<file path="src/rtl/segsel_pkg.sv">
// Shared encodings for the segment selector block.
// Assumes: six segment registers, 3-bit access class and override codes.
package segsel_pkg;
    localparam int NSEG = 6;
    localparam int IDX_W = 3;

    localparam logic [IDX_W-1:0] IDX_CS = 3'd0;
    localparam logic [IDX_W-1:0] IDX_DS = 3'd1;
    localparam logic [IDX_W-1:0] IDX_SS = 3'd2;
    localparam logic [IDX_W-1:0] IDX_ES = 3'd3;
    localparam logic [IDX_W-1:0] IDX_FS = 3'd4;
    localparam logic [IDX_W-1:0] IDX_GS = 3'd5;

    localparam logic [2:0] CLS_FETCH   = 3'd0;
    localparam logic [2:0] CLS_STACK   = 3'd1;
    localparam logic [2:0] CLS_BPREF   = 3'd2;
    localparam logic [2:0] CLS_STR_SRC = 3'd3;
    localparam logic [2:0] CLS_STR_DST = 3'd4;
    localparam logic [2:0] CLS_DATA    = 3'd5;
endpackage

</file>
<file path="src/rtl/segsel_default.sv">
// Chooses the segment register index for one access from its class and
// the prefix override code. Purely combinational.
// Assumes: override codes 1..6 name indices 0..5; 0 and 7 mean none.
module segsel_default
    import segsel_pkg::*;
(
    input  logic [2:0]       acc_class,
    input  logic [2:0]       ovr_code,
    output logic [IDX_W-1:0] pick_idx
);
    logic             ovr_valid;
    logic [IDX_W-1:0] ovr_idx;

    // Decode the override prefix into a valid flag and a register index.
    always_comb begin
        ovr_valid = (ovr_code != 3'd0) && (ovr_code != 3'd7);
        ovr_idx   = ovr_code - 3'd1;
    end

    // Apply the per-class default and the override rules.
    always_comb begin
        case (acc_class)
            CLS_FETCH:   pick_idx = IDX_CS;
            CLS_STACK:   pick_idx = IDX_SS;
            CLS_STR_DST: pick_idx = IDX_ES;
            CLS_BPREF:   pick_idx = ovr_valid ? ovr_idx : IDX_SS;
            default:     pick_idx = ovr_valid ? ovr_idx : IDX_DS;
        endcase
    end
endmodule

</file>
<file path="src/rtl/segsel_regfile.sv">
// Six selector registers with a write port and a mode-dependent guard on CS.
// Assumes: synchronous active-low reset; wr_idx above 5 addresses nothing.
module segsel_regfile
    import segsel_pkg::*;
#(
    parameter int              SEL_W    = 16,
    parameter logic [SEL_W-1:0] CS_RESET = '0
) (
    input  logic                       clk,
    input  logic                       rst_n,
    input  logic                       prot_mode,
    input  logic                       wr_en,
    input  logic [IDX_W-1:0]           wr_idx,
    input  logic [SEL_W-1:0]           wr_data,
    output logic [NSEG-1:0][SEL_W-1:0] seg_q
);
    for (genvar g = 0; g < NSEG; g++) begin : g_seg
        localparam logic [SEL_W-1:0] RST_VAL = (g == 0) ? CS_RESET : '0;
        logic hit;
        // Write strobe for this register, refusing CS while protected.
        always_comb begin
            hit = wr_en && (wr_idx == IDX_W'(g));
            if (g == 0) hit = hit && !prot_mode;
        end
        // Hold or load this selector.
        always_ff @(posedge clk) begin
            if (!rst_n)   seg_q[g] <= RST_VAL;
            else if (hit) seg_q[g] <= wr_data;
        end
    end
endmodule

</file>
<file path="src/rtl/segsel_readmux.sv">
// Returns the selector held in the register named by an index.
// Assumes: index values above 5 never arrive; they return 0.
module segsel_readmux
    import segsel_pkg::*;
#(
    parameter int SEL_W = 16
) (
    input  logic [NSEG-1:0][SEL_W-1:0] seg_q,
    input  logic [IDX_W-1:0]           rd_idx,
    output logic [SEL_W-1:0]           rd_value
);
    // Select one register by index.
    always_comb begin
        rd_value = '0;
        for (int i = 0; i < NSEG; i++)
            if (rd_idx == IDX_W'(i)) rd_value = seg_q[i];
    end
endmodule

</file>
<file path="src/rtl/segsel_unit.sv">
// Segment register file with per-access default segment selection.
// Assumes: class and override are valid in the cycle they are applied;
// the selection outputs are combinational, and writes land at the next edge.
module segsel_unit
    import segsel_pkg::*;
#(
    parameter int               SEL_W    = 16,
    parameter logic [SEL_W-1:0] CS_RESET = 16'hF000
) (
    input  logic             clk,
    input  logic             rst_n,
    input  logic [2:0]       acc_class,
    input  logic [2:0]       ovr_code,
    input  logic             prot_mode,
    input  logic             wr_en,
    input  logic [2:0]       wr_idx,
    input  logic [SEL_W-1:0] wr_data,
    output logic [2:0]       sel_idx,
    output logic [SEL_W-1:0] sel_value
);
    logic [NSEG-1:0][SEL_W-1:0] seg_q;

    segsel_default u_default (
        .acc_class (acc_class),
        .ovr_code  (ovr_code),
        .pick_idx  (sel_idx)
    );

    segsel_regfile #(.SEL_W(SEL_W), .CS_RESET(CS_RESET)) u_regs (
        .clk       (clk),
        .rst_n     (rst_n),
        .prot_mode (prot_mode),
        .wr_en     (wr_en),
        .wr_idx    (wr_idx),
        .wr_data   (wr_data),
        .seg_q     (seg_q)
    );

    segsel_readmux #(.SEL_W(SEL_W)) u_mux (
        .seg_q    (seg_q),
        .rd_idx   (sel_idx),
        .rd_value (sel_value)
    );
endmodule

</file>
<file path="config.mk">
export PLATFORM = sky130hd
export DESIGN_NAME = segsel_unit
export DESIGN_NICKNAME = d
export VERILOG_FILES = /design/src/rtl/segsel_pkg.sv /design/src/rtl/segsel_default.sv /design/src/rtl/segsel_regfile.sv /design/src/rtl/segsel_readmux.sv /design/src/rtl/segsel_unit.sv
export SDC_FILE = /design/constraint.sdc
export NUM_CORES = 1
export LEC_CHECK = 0
export CORE_UTILIZATION = 61
export DETAILED_ROUTE_END_ITERATION = 16
export GPL_ROUTABILITY_DRIVEN = 0
export PLACE_DENSITY = 0.86
export SLEW_MARGIN = 20
export SYNTH_ARGS = -nofsm -noshare
export SYNTH_HDL_FRONTEND = slang
export SYNTH_SLANG_ARGS = --single-unit
</file>
<file path="constraint.sdc">
create_clock -name clk -period 7.5 [get_ports clk]
set_input_delay 1.5 -clock clk [delete_from_list [all_inputs] [get_ports clk]]
set_output_delay 1.5 -clock clk [all_outputs]
set_load 0.005 [all_outputs]
</file>
==> flow_summary.yaml <==
outcome:
  status: "completed"
yosys:
  synth.area.top_cells: "dfxtp_1, nand2_1, a21boi_0, o221ai_2, mux2_2"
  synth_cells: 615
  yosys.area.top_type: "dfxtp_1"
  synth.distinct_cells: 36
  synth-edff-count: 0
  synth_top_area_share_pct: 40.2
  synth_nets: 646
  synth-seq-cells: 96
  ys_seq_area_share_pct: 40.2
  synth.most_common_cell: "nand2_1"
  yosysWarnings: 0
  synth_flop_cell: "dfxtp_1"
  syn_area_um2: 4780
  syn-mean-instance-area_um2: 7.78
  ys_async_sr_fraction_pct: 0
  synth_common_cells: "nand2_1, dfxtp_1, a21boi_0"
clock_tree:
  cts_buffers: 9
  cts.repair.resized: 0
  tritoncts: "done"
  postCtsSetupBuffers: 0
  root_buffer: "clkbuf_8"
  insertion_delay_ps: 360
  cts.sinks: 96
  cts_buffer_depth: 2
  clk_pin_slew_worst_paths_ps: 80
  ctsHoldBuffers: 0
  cts.htree.levels: 3
sta:
  max_freq_mhz: 159
  finalClockSkew_ps: 0
  relSlewSlack_pct: 42.4
  final-max-slew-violation-count: 0
  rsz0062_at_grt: "no"
  whs_ps: 470
  period_share_pct: 83.6
  tns_ps: 0
  hold_violations: 0
  fin_crit_ps: 6270
  worst_pin_slew_ps: 861
  fin_ws_ps: 1230
  setup_viol: 0
cells_and_area:
  drive_gt1_share_pct: 9.32
  antenna_cells: 0
  multi_input_area_um2: 2590
  top_regs: "u_regs.seg_q x96"
  num-nets-final: 671
  register_area_um2: 1920
  largest_reg_flops: 96
  fill_cells: 585
  area_growth_syn_to_layout_pct: 13.5
  regMostFlops: "u_regs.seg_q"
  utilization_pct: 73.3
grt:
  grt_use_total_pct: 32.8
  antenna_found_initial: 0
  grt_max_degree: 97
  grt_pass1_wl_um: 21200
  first_global_vias: 4368
  overflow: 0
floorplanning:
  rows: 31
  die_h_um: 90.6
  die_area_um2: 8200
  die_w_um: 90.6
  core_area_um2: 7410
  start_util_pct: 64.6
  ios: 48
place:
  dp_slack_ps: 1290
  io_buffers: 47
  hpwl_um: 8420
hold_path:
  hp-class: "flip-flop to flip-flop"
  hold-path-cell-count: 2
setup_path:
  r2r_cells: 2
  crit_type: "input port to output port"
  path_depth: 10
  crit_path_start_kind: "input port"
  worstPathCellList: "clkdlybuf4s50_1, inv_1, ha_1, mux2_4, a21oi_4, o21a_1, buf_4, nand3_4, o221ai_1, clkdlybuf4s50_1"
  cp_slowest_cell: "clkdlybuf4s50_1"
  cp.arrival_ps: 4770
  cp.required_ps: 6000
  cpMostUsedCell: "clkdlybuf4s50_1"
  r2r_setup_slack_ps: 6780
  critPathCaptureType: "output port"
  worst-path-max-fanout: 17
  cpPeakStageDelay_ps: 570
  crit_family: "buffers and inverters"
  path_buf_inv: 4
route:
  drt_iter0_drc: 346
  drt_wl_total_um: 13100
  ant_nets: 0
  wl_per_cell_um: 17.6
  dr.pass1.iters: 5
  num_vias: 4374
  drc_errors: 0
  via_per_inst: 5.89
pwr:
  ir_worst_vdd_v: 0.000165
  powerDensity_nw_per_um2: 186
  power.leakage_nw: 1.71
flow_run:
  maxCapViolCount: 0
==> placed cells by master, fill, tap and decap left out, drive strengths merged <==
cell type      Yosys  final
nand2            229    229
dfxtp             96     96
a21boi            92     92
clkdlybuf4s50      0     46
nand3             22     22
inv               20     21
o21ai             18     18
nor3              18     18
o21a              17     17
mux2              17     17
o221ai            16     16
clkbuf            30     11
buf               13     11
nor2               8      8
nor2b              3      3
nor3b              2      2
and3               2      2
or2                2      2
nand2b             2      2
ha                 2      2
clkinvlp           0      2
a21oi              1      1
a21o               1      1
o31a               1      1
o22a               1      1
nor4               1      1
or3                1      1
clkinv             0      1
==> through the flow <==
| step | power [W] | instance area [um^2] | std cells |
|---|---|---|---|
| 2_1_floorplan | 0.000636 | 4780 | 615 |
| 3_3_place_gp | 0.000699 | 5250 | 728 |
| 3_5_place_dp | 0.000703 | 5250 | 728 |
| 4_1_cts | 0.00101 | 5430 | 743 |
| 5_1_grt | 0.00105 | 5430 | 743 |
| 6_report | 0.00101 | 5430 | 743 |
==> path summary, 6_finish.rpt <==
kind | from | to
setup / recovery | ovr_code[0] | sel_value[15]
hold / removal | u_regs.seg_q[39] | u_regs.seg_q[39]
setup reg to reg | u_regs.seg_q[18] | u_regs.seg_q[18]
hold reg to reg | u_regs.seg_q[39] | u_regs.seg_q[39]
==> power breakdown <==
part / internal [W] / total (W) / switching (W)
Clock: 0.000138 / 0.000316 / 0.000178
Combinational: 0.0000730 / 0.000170 / 0.0000969
Sequential: 0.000520 / 0.000525 / 0.00000548
Total: 0.000730 / 0.00101 / 0.000281
==> per-layer routing <==
metal  wire length [um]  global-route usage, %
met5                  0                      0
met3                812                   5.47
met2               6180                   54.2
met4                534                   17.7
met1               5540                   40.9
==> worst min-delay path, cell delays in order (launching register included) <==
cell and delay (ps):
dfxtp_1 320, nand2_1 50, a21boi_0 60
==> cell type report <==
type / instances / area share (%)
clock buffer: 11 / 2.79
tap: 99 / 2.28
clock inverter: 4 / 0.530
inverter: 20 / 1.38
multi-input combinational: 456 / 47.7
sequential: 96 / 35.4
timing repair buffer: 57 / 9.95
==> kinds of logic after synthesis <==
group | after synthesis | synth area share (%)
flops | 96 | 40.2
mux | 17 | 4.08
compound gates | 147 | 24.1
fa+ha+maj | 2 | 0.523
simple gates | 290 | 25.3
buf+inv | 63 | 5.83
No activity file was read; power rests on OpenSTA's default activity.
